===== config.mk =====
export PLATFORM = sky130hd
export DESIGN_NAME = sdram_cmd_sched
export DESIGN_NICKNAME = d
export VERILOG_FILES = /design/src/rtl/sdram_sched_pkg.sv /design/src/rtl/sdram_refresh_timer.sv /design/src/rtl/sdram_cmd_seq.sv /design/src/rtl/sdram_pin_drive.sv /design/src/rtl/sdram_cmd_sched.sv
export SDC_FILE = /design/constraint.sdc
export NUM_CORES = 1
export LEC_CHECK = 0
export BUFFER_PORTS_ARGS = -buffer_cell sky130_fd_sc_hd__buf_2
export CAP_MARGIN = 5
export CORE_UTILIZATION = 47
export CTS_CLUSTER_DIAMETER = 200
export CTS_CLUSTER_SIZE = 14
export DETAILED_ROUTE_END_ITERATION = 12
export GPL_TIMING_DRIVEN = 0
export PLACE_DENSITY_LB_ADDON = 0.08
export SETUP_SLACK_MARGIN = 0.5
export SKIP_CTS_REPAIR_TIMING = 1
export SYNTH_ARGS = -nofsm -noshare
export SYNTH_HDL_FRONTEND = slang
export SYNTH_SLANG_ARGS = --single-unit

===== constraint.sdc =====
create_clock -name clk -period 1.8 [get_ports clk]
set_input_delay 0.27 -clock clk [delete_from_list [all_inputs] [get_ports clk]]
set_output_delay 0.27 -clock clk [all_outputs]
set_load 0.02 [all_outputs]

===== src/rtl/sdram_sched_pkg.sv =====
package sdram_sched_pkg;

  typedef enum logic [2:0] {
    CMD_NOP = 3'd0,
    CMD_ACT,
    CMD_RD,
    CMD_WR,
    CMD_PRE,
    CMD_REF,
    CMD_MRS
  } cmd_e;

  // {RAS, CAS, WE} line levels for each command kind
  function automatic logic [2:0] cmd_rcw(input cmd_e c);
    case (c)
      CMD_ACT: return 3'b011;
      CMD_RD:  return 3'b101;
      CMD_WR:  return 3'b100;
      CMD_PRE: return 3'b010;
      CMD_REF: return 3'b001;
      CMD_MRS: return 3'b000;
      default: return 3'b111;
    endcase
  endfunction

  function automatic bit is_user_cmd(input cmd_e c);
    return (c == CMD_ACT) || (c == CMD_RD) || (c == CMD_WR);
  endfunction

  function automatic int unsigned max2(input int unsigned a, input int unsigned b);
    return (a > b) ? a : b;
  endfunction

  // clocks from a column command (auto-precharge) to the next command
  function automatic int unsigned access_gap(input int unsigned rc, input int unsigned rcd,
                                             input int unsigned ras, input int unsigned rp,
                                             input int unsigned rrd, input int unsigned dpl,
                                             input int unsigned dal, input bit wr);
    int unsigned g;
    g = max2(rc - rcd, ras - rcd + rp);
    g = max2(g, (rrd > rcd) ? rrd - rcd : 1);
    if (wr) g = max2(g, max2(dal, dpl + rp));
    return g;
  endfunction

  function automatic int unsigned bits_for(input int unsigned v);
    return (v < 2) ? 1 : $clog2(v + 1);
  endfunction

endpackage


===== src/rtl/sdram_refresh_timer.sv =====
module sdram_refresh_timer #(
  parameter int unsigned INTERVAL = 1562
) (
  input  logic clk,
  input  logic rst_n,
  input  logic run,
  input  logic grant,
  output logic pend
);
  localparam int unsigned CW = (INTERVAL < 2) ? 1 : $clog2(INTERVAL + 1);

  logic [CW-1:0] cnt;
  logic          tick;

  assign tick = run && (cnt == '0);

  always_ff @(posedge clk) begin
    if (!rst_n) begin
      cnt  <= CW'(INTERVAL - 1);
      pend <= 1'b0;
    end else begin
      if (run) cnt <= tick ? CW'(INTERVAL - 1) : cnt - 1'b1;
      if (tick)       pend <= 1'b1;
      else if (grant) pend <= 1'b0;
    end
  end

  assert_pend_needs_run_R8: assert property (@(posedge clk) disable iff (!rst_n)
    !run |-> !pend);
  assert_grant_clears_R9: assert property (@(posedge clk) disable iff (!rst_n)
    (grant && !tick) |=> !pend);
  assert_grant_only_pending_R9: assert property (@(posedge clk) disable iff (!rst_n)
    grant |-> pend);

endmodule


===== src/rtl/sdram_cmd_seq.sv =====
module sdram_cmd_seq
  import sdram_sched_pkg::*;
#(
  parameter int unsigned RANKS     = 2,
  parameter int unsigned ROW_BITS  = 12,
  parameter int unsigned COL_BITS  = 9,
  parameter int unsigned BANK_BITS = 2,
  parameter int unsigned INIT_WAIT = 10000,
  parameter int unsigned INIT_REFS = 2,
  parameter int unsigned T_RCD     = 3,
  parameter int unsigned T_RP      = 3,
  parameter int unsigned T_RC      = 9,
  parameter int unsigned T_RAS     = 6,
  parameter int unsigned T_RRD     = 2,
  parameter int unsigned T_DPL     = 1,
  parameter int unsigned T_DAL     = 4,
  parameter int unsigned T_MRD     = 2,
  parameter logic [ROW_BITS-1:0] MODE_WORD = 12'h030,
  localparam int unsigned RW = (RANKS > 1) ? $clog2(RANKS) : 1
) (
  input  logic                 clk,
  input  logic                 rst_n,
  input  logic                 req_valid,
  input  logic                 req_write,
  input  logic [RW-1:0]        req_rank,
  input  logic [BANK_BITS-1:0] req_bank,
  input  logic [ROW_BITS-1:0]  req_row,
  input  logic [COL_BITS-1:0]  req_col,
  input  logic                 ref_pend,
  output logic                 ref_grant,
  output logic                 ack_q,
  output logic                 init_done_q,
  output cmd_e                 cmd_q,
  output logic [RANKS-1:0]     sel_q,
  output logic [BANK_BITS-1:0] ba_q,
  output logic [ROW_BITS-1:0]  addr_q
);
  localparam int unsigned AP_BIT = 10;
  localparam int unsigned RD_GAP = access_gap(T_RC, T_RCD, T_RAS, T_RP, T_RRD, T_DPL, T_DAL, 1'b0);
  localparam int unsigned WR_GAP = access_gap(T_RC, T_RCD, T_RAS, T_RP, T_RRD, T_DPL, T_DAL, 1'b1);
  localparam int unsigned GMAX   = max2(max2(INIT_WAIT, max2(T_RC, T_RP)),
                                        max2(max2(RD_GAP, WR_GAP), max2(T_MRD, T_RCD)));
  localparam int unsigned GW     = bits_for(GMAX);
  localparam int unsigned REFW   = bits_for(INIT_REFS);

  typedef enum logic [2:0] {ST_PREA, ST_INIT_REF, ST_MODE, ST_IDLE, ST_COL} st_e;

  st_e                  st;
  logic [GW-1:0]        gap;
  logic [REFW-1:0]      refs_left;
  logic [RW-1:0]        lat_rank;
  logic [BANK_BITS-1:0] lat_bank;
  logic [COL_BITS-1:0]  lat_col;
  logic                 lat_wr;
  logic [RANKS-1:0]     req_mask, lat_mask;
  logic [ROW_BITS-1:0]  col_word, all_bank_word;
  logic                 decide;

  for (genvar r = 0; r < RANKS; r++) begin : g_rank_dec
    assign req_mask[r] = (req_rank == RW'(r));
    assign lat_mask[r] = (lat_rank == RW'(r));
  end

  always_comb begin
    col_word = '0;
    col_word[COL_BITS-1:0] = lat_col;
    col_word[AP_BIT] = 1'b1;
    all_bank_word = '0;
    all_bank_word[AP_BIT] = 1'b1;
  end

  assign decide    = (gap == '0);
  assign ref_grant = decide && (st == ST_IDLE) && ref_pend;

  always_ff @(posedge clk) begin
    if (!rst_n) begin
      st          <= ST_PREA;
      gap         <= GW'(INIT_WAIT - 1);
      refs_left   <= REFW'(INIT_REFS);
      cmd_q       <= CMD_NOP;
      sel_q       <= '0;
      ba_q        <= '0;
      addr_q      <= '0;
      ack_q       <= 1'b0;
      init_done_q <= 1'b0;
      lat_rank    <= '0;
      lat_bank    <= '0;
      lat_col     <= '0;
      lat_wr      <= 1'b0;
    end else begin
      cmd_q  <= CMD_NOP;
      sel_q  <= '0;
      ba_q   <= '0;
      addr_q <= '0;
      ack_q  <= 1'b0;
      if (!decide) begin
        gap <= gap - 1'b1;
      end else begin
        case (st)
          ST_PREA: begin
            cmd_q  <= CMD_PRE;
            sel_q  <= '1;
            addr_q <= all_bank_word;
            gap    <= GW'(T_RP - 1);
            st     <= ST_INIT_REF;
          end
          ST_INIT_REF: begin
            cmd_q     <= CMD_REF;
            sel_q     <= '1;
            gap       <= GW'(T_RC - 1);
            refs_left <= refs_left - 1'b1;
            if (refs_left <= REFW'(1)) st <= ST_MODE;
          end
          ST_MODE: begin
            cmd_q       <= CMD_MRS;
            sel_q       <= '1;
            addr_q      <= MODE_WORD;
            gap         <= GW'(T_MRD - 1);
            init_done_q <= 1'b1;
            st          <= ST_IDLE;
          end
          ST_IDLE: begin
            if (ref_pend) begin
              cmd_q <= CMD_REF;
              sel_q <= '1;
              gap   <= GW'(T_RC - 1);
            end else if (req_valid) begin
              cmd_q    <= CMD_ACT;
              sel_q    <= req_mask;
              ba_q     <= req_bank;
              addr_q   <= req_row;
              ack_q    <= 1'b1;
              lat_rank <= req_rank;
              lat_bank <= req_bank;
              lat_col  <= req_col;
              lat_wr   <= req_write;
              gap      <= GW'(T_RCD - 1);
              st       <= ST_COL;
            end
          end
          ST_COL: begin
            cmd_q  <= lat_wr ? CMD_WR : CMD_RD;
            sel_q  <= lat_mask;
            ba_q   <= lat_bank;
            addr_q <= col_word;
            gap    <= lat_wr ? GW'(WR_GAP - 1) : GW'(RD_GAP - 1);
            st     <= ST_IDLE;
          end
          default: st <= ST_IDLE;
        endcase
      end
    end
  end

  // spacing observers for the assertions, driven from the issued commands
  logic [7:0] since_row, since_act, since_cmd;
  logic       row_seen;
  cmd_e       last_cmd;

  always_ff @(posedge clk) begin
    if (!rst_n) begin
      since_row <= '0;
      since_act <= '0;
      since_cmd <= '0;
      row_seen  <= 1'b0;
      last_cmd  <= CMD_NOP;
    end else begin
      if (cmd_q == CMD_ACT || cmd_q == CMD_REF) since_row <= 8'd1;
      else if (since_row != 8'hFF)              since_row <= since_row + 8'd1;
      if (cmd_q == CMD_ACT)                     since_act <= 8'd1;
      else if (since_act != 8'hFF)              since_act <= since_act + 8'd1;
      if (cmd_q != CMD_NOP) begin
        since_cmd <= 8'd1;
        last_cmd  <= cmd_q;
      end else if (since_cmd != 8'hFF) begin
        since_cmd <= since_cmd + 8'd1;
      end
      if (cmd_q == CMD_ACT || cmd_q == CMD_REF) row_seen <= 1'b1;
    end
  end

  assert_row_cycle_R10: assert property (@(posedge clk) disable iff (!rst_n)
    ((cmd_q == CMD_ACT || cmd_q == CMD_REF) && row_seen) |-> (since_row >= 8'(T_RC)));
  assert_act_to_col_R5: assert property (@(posedge clk) disable iff (!rst_n)
    (cmd_q == CMD_RD || cmd_q == CMD_WR) |-> (since_act == 8'(T_RCD)));
  assert_autoprecharge_R5: assert property (@(posedge clk) disable iff (!rst_n)
    (cmd_q == CMD_RD || cmd_q == CMD_WR) |-> addr_q[AP_BIT]);
  assert_after_pre_R2: assert property (@(posedge clk) disable iff (!rst_n)
    (cmd_q != CMD_NOP && last_cmd == CMD_PRE) |-> (since_cmd >= 8'(T_RP)));
  assert_after_mode_R3: assert property (@(posedge clk) disable iff (!rst_n)
    (cmd_q != CMD_NOP && last_cmd == CMD_MRS) |-> (since_cmd >= 8'(T_MRD)));
  assert_init_gate_R7: assert property (@(posedge clk) disable iff (!rst_n)
    !init_done_q |-> !is_user_cmd(cmd_q));
  assert_ack_with_act_R7: assert property (@(posedge clk) disable iff (!rst_n)
    ack_q |-> (cmd_q == CMD_ACT));
  assert_init_sticky_R2: assert property (@(posedge clk) disable iff (!rst_n)
    init_done_q |=> init_done_q);

endmodule


===== src/rtl/sdram_pin_drive.sv =====
module sdram_pin_drive
  import sdram_sched_pkg::*;
#(
  parameter int unsigned RANKS     = 2,
  parameter int unsigned ROW_BITS  = 12,
  parameter int unsigned BANK_BITS = 2
) (
  input  logic                 clk,
  input  logic                 rst_n,
  input  cmd_e                 cmd,
  input  logic [RANKS-1:0]     sel,
  input  logic [BANK_BITS-1:0] ba_i,
  input  logic [ROW_BITS-1:0]  addr_i,
  output logic [RANKS-1:0]     cs_n,
  output logic                 ras_n,
  output logic                 cas_n,
  output logic                 we_n,
  output logic [BANK_BITS-1:0] ba,
  output logic [ROW_BITS-1:0]  addr
);
  for (genvar r = 0; r < RANKS; r++) begin : g_cs
    assign cs_n[r] = (cmd == CMD_NOP) ? 1'b0 : ~sel[r];
  end

  assign {ras_n, cas_n, we_n} = cmd_rcw(cmd);
  assign ba   = ba_i;
  assign addr = addr_i;

  assert_rank_exclusive_R5: assert property (@(posedge clk) disable iff (!rst_n)
    is_user_cmd(cmd) |-> ($countones(cs_n) == RANKS - 1));
  assert_shared_all_ranks_R4: assert property (@(posedge clk) disable iff (!rst_n)
    (cmd == CMD_PRE || cmd == CMD_REF || cmd == CMD_MRS) |-> (cs_n == '0));

endmodule


===== src/rtl/sdram_cmd_sched.sv =====
module sdram_cmd_sched
  import sdram_sched_pkg::*;
#(
  parameter int unsigned RANKS        = 2,
  parameter int unsigned ROW_BITS     = 12,
  parameter int unsigned COL_BITS     = 9,
  parameter int unsigned BANK_BITS    = 2,
  parameter int unsigned INIT_WAIT    = 10000,
  parameter int unsigned INIT_REFS    = 2,
  parameter int unsigned REF_INTERVAL = 1562,
  parameter int unsigned T_RCD        = 3,
  parameter int unsigned T_RP         = 3,
  parameter int unsigned T_RC         = 9,
  parameter int unsigned T_RAS        = 6,
  parameter int unsigned T_RRD        = 2,
  parameter int unsigned T_DPL        = 1,
  parameter int unsigned T_DAL        = 4,
  parameter int unsigned T_MRD        = 2,
  parameter logic [ROW_BITS-1:0] MODE_WORD = 12'h030,
  localparam int unsigned RW = (RANKS > 1) ? $clog2(RANKS) : 1
) (
  input  logic                 clk,
  input  logic                 rst_n,
  input  logic                 req_valid,
  input  logic                 req_write,
  input  logic [RW-1:0]        req_rank,
  input  logic [BANK_BITS-1:0] req_bank,
  input  logic [ROW_BITS-1:0]  req_row,
  input  logic [COL_BITS-1:0]  req_col,
  output logic                 req_ack,
  output logic                 init_done,
  output logic [RANKS-1:0]     sd_cs_n,
  output logic                 sd_ras_n,
  output logic                 sd_cas_n,
  output logic                 sd_we_n,
  output logic [BANK_BITS-1:0] sd_ba,
  output logic [ROW_BITS-1:0]  sd_addr
);
  logic                 ref_pend, ref_grant;
  cmd_e                 cmd_q;
  logic [RANKS-1:0]     sel_q;
  logic [BANK_BITS-1:0] ba_q;
  logic [ROW_BITS-1:0]  addr_q;

  sdram_refresh_timer #(.INTERVAL(REF_INTERVAL)) u_timer (
    .clk(clk), .rst_n(rst_n), .run(init_done), .grant(ref_grant), .pend(ref_pend)
  );

  sdram_cmd_seq #(
    .RANKS(RANKS), .ROW_BITS(ROW_BITS), .COL_BITS(COL_BITS), .BANK_BITS(BANK_BITS),
    .INIT_WAIT(INIT_WAIT), .INIT_REFS(INIT_REFS), .T_RCD(T_RCD), .T_RP(T_RP),
    .T_RC(T_RC), .T_RAS(T_RAS), .T_RRD(T_RRD), .T_DPL(T_DPL), .T_DAL(T_DAL),
    .T_MRD(T_MRD), .MODE_WORD(MODE_WORD)
  ) u_seq (
    .clk(clk), .rst_n(rst_n), .req_valid(req_valid), .req_write(req_write),
    .req_rank(req_rank), .req_bank(req_bank), .req_row(req_row), .req_col(req_col),
    .ref_pend(ref_pend), .ref_grant(ref_grant), .ack_q(req_ack), .init_done_q(init_done),
    .cmd_q(cmd_q), .sel_q(sel_q), .ba_q(ba_q), .addr_q(addr_q)
  );

  sdram_pin_drive #(.RANKS(RANKS), .ROW_BITS(ROW_BITS), .BANK_BITS(BANK_BITS)) u_pins (
    .clk(clk), .rst_n(rst_n), .cmd(cmd_q), .sel(sel_q), .ba_i(ba_q), .addr_i(addr_q),
    .cs_n(sd_cs_n), .ras_n(sd_ras_n), .cas_n(sd_cas_n), .we_n(sd_we_n),
    .ba(sd_ba), .addr(sd_addr)
  );

endmodule


==> metrics.yaml <==
synth_most_common_cell: "dfxtp_1"
clock_sinks: 65
cts_htree_levels: 3
cts_tree: "yes"
synth_flop_cell: "dfxtp_1"
path_max_fanout: 5
layout-drive-gt1-share_pct: 45.97
start_util_pct: 49.29
startpoint: "u_seq.gap[4]"
whs_path_depth: 3
gp_congestion: 0.8353
design_area_sq_mm: 0.004212
drtPass1Iterations: 5
netSwitchingPower_uw: 643.3
power_uw: 2796
num_vias: 2812
fp.dieH_um: 81.26
wl_per_cell_um: 16.04
internal-power_uw: 2152
reg2reg_from: "u_seq.gap[4]"
yosys-top-cells-count: "65 x dfxtp_1, 35 x nor2_1, 29 x a21oi_1"
crit_type: "reg -> reg"
viasPerCell: 5.658
core_area_sq_mm: 0.005991
worst_pin_slew_ps: 622.8
gr-total-overflow: 0
ff2ff_setup_slack_ps: 80
end_kind: "flop"
synth_nets: 367
maxSlewHeadroom_pct: 58.48
finClkSkew_ps: 6.708
rsz0062_at_grt: "yes"
outcome: "finished, final reports clean"
drcViolationCount: 0
grt_pass1_vias: 2387
port_buffers: 47
die_area_sq_mm: 0.006603
seqPwrFrac_pct: 51.7
netlist_top_cells_area: "dfxtp_1 44%, a21oi_1 4.9%, nor2_1 4.4%"
wl_um: 7972
worst_ir_drop_vdd_mv: 0.6431
switching_share_pct: 23.01
final_antenna_net_count: 0
final-hold-violation-count: 0
fillCellCount: 472
synthToLayoutAreaGrowth_pct: 42.63
clk_pin_slew_ps: 70
r2r_end: "u_seq.st[0]"
yosysTopAreaCellShare_pct: 44.07
synth-seq-cells: 65
synthArstFlopShare_pct: 0
grt_max_degree: 12
r2r_cells: 7
final_nets: 449
grt_first_pass_wirelength_um: 11050
drtIter0Drc: 219
crit_required_ps: 2050
hpwl_um: 4794
leakagePower_uw: 0.001547
grtUsageTotal_pct: 22.35
antenna_found_initial: 0
tns_ps: 0
synthCells: 335
fp-row-count: 28
synth_top_area_cell: "dfxtp_1"
critPathCapture: "u_seq.st[0]"
clock_power_share_pct: 44.7
final_max_slew_viol_count: 0
post-route-period-util_pct: 95.31
clk_latency_ps: 340
ys_warn_count: 0
setup.worst_path.start_class: "flop"
avgSynthCellArea_sq_um: 8.814
cp_data_arrival_time_ps: 1970
drv_cap: 0
ios: 49
diodes: 0
hold_start: "req_row[9]"
min_path_type: "in -> reg"
cts_root_buf: "clkbuf_8"
ys_seq_area_share_pct: 44.07
placedInstanceArea_sq_mm: 0.003511
fin_util_pct: 70.30
die_x_um: 81.26
numCtsBuffers: 9
pwr-share-comb_pct: 3.6
synth-edff-count: 0
power_per_cell_area_mw_per_mm2: 663.8
setup_viol: 0
max-clock-path-buffers: 2
ys_types: 61
fmax_mhz: 582.9
timing.final.crit_period_ps: 1716
syn-cell-area_sq_mm: 0.002953
[worst min path at each step]
| stage | end | slack (ps) |
|---|---|---|
| final | u_seq.addr_q[9] | 150 |
| after global routing | u_seq.addr_q[11] | 140 |
| after CTS | u_seq.addr_q[11] | 150 |
| after detailed placement | u_seq.lat_col[1] | 470 |
| after global placement | u_seq.lat_bank[0] | 460 |
| after floorplan | u_seq.addr_q[11] | 400 |
[final cells by class]
| class | count | area (sq um) | area share, % |
|---|---|---|---|
| Inverter | 17 | 66.31 | 1.575 |
| Buffer | 21 | 193.9 | 4.605 |
| Timing Repair Buffer | 70 | 454.2 | 10.78 |
| Clock buffer | 11 | 141.4 | 3.357 |
| Multi-Input combinational cell | 233 | 1871 | 44.41 |
| Clock inverter | 5 | 55.05 | 1.307 |
| Tap cell | 75 | 93.84 | 2.228 |
| Sequential cell | 65 | 1336 | 31.73 |
[through the flow]
stage          cells  hold slack [ps]  setup WS (ps)
5_1_grt          497            138.5          29.59
3_5_place_dp     457            473.3          35.63
4_1_cts          473            148.4          9.766
6_report         497            152.8          84.38
3_3_place_gp     457            461.2          35.91
2_1_floorplan    335            400.7          203.6
[layout by cell type, fill, tap and decap left out, types with 4 or more instances in the layout]
master,synthesis,final
a21oi_1,29,21
a21oi_2,0,8
a22oi_1,9,9
and3_1,4,4
buf_2,7,51
buf_4,1,20
buf_6,2,7
clkbuf_8,0,11
dfxtp_1,65,49
dfxtp_2,0,10
dfxtp_4,0,6
inv_1,16,14
nand2_1,20,17
nand3_1,19,8
nand3_2,0,11
nor2_1,35,32
nor3_2,0,5
nor3_4,0,5
nor4_4,3,7
o21ai_0,23,5
o21ai_1,1,16
xnor2_1,9,8
[power by group through the flow]
stage | clock (uW) | sequential, uW | combinational, uW
2_1_floorplan | 0 | 1480 | 39.5
3_3_place_gp | 0 | 1480 | 84.5
3_5_place_dp | 0 | 1480 | 85.0
4_1_cts | 1260 | 1450 | 85.3
5_1_grt | 1330 | 1450 | 109
6_report | 1250 | 1450 | 99.6
[sequential cells by signal (all words and copies together), names as in the netlist]
signal and count:
u_seq.cmd_q 3, u_timer.pend 1, u_seq.sel_q 2, u_seq.addr_q 12, u_seq.gap 14, u_seq.lat_wr 1
u_seq.init_done_q 1, u_seq.st 3, u_seq.lat_rank 1, u_timer.cnt 11, u_seq.refs_left 2, u_seq.ack_q 1
u_seq.lat_col 9, u_seq.lat_bank 2, u_seq.ba_q 2
[metal layers]
metal  share of wire, %  vias up  track usage (%)
met5                  0        -                0
met4                2.8        0            9.821
met3                4.7       23            4.494
met2                 47       86            33.92
met1                 45     1329            30.43
li1                   -     1374                -
[critical path: stages (launching register included)]
cell and delay, ps:
dfxtp_4 370, nor4_4 390, and4_4 290, buf_6 140, buf_12 130, buf_6 110, nor2_4 30, a311oi_2 170
[logic make-up after synthesis]
family	synth area share, %
and+or+nand+nor	23.56
DFF	44.07
adders and majority gates	1.695
muxes	0.7203
xor gates and xnor gates	3.560
AOI/OAI and AO/OA	20.09
buffers and inverters	6.313
Note: power is estimated with default switching activity, not from simulation.
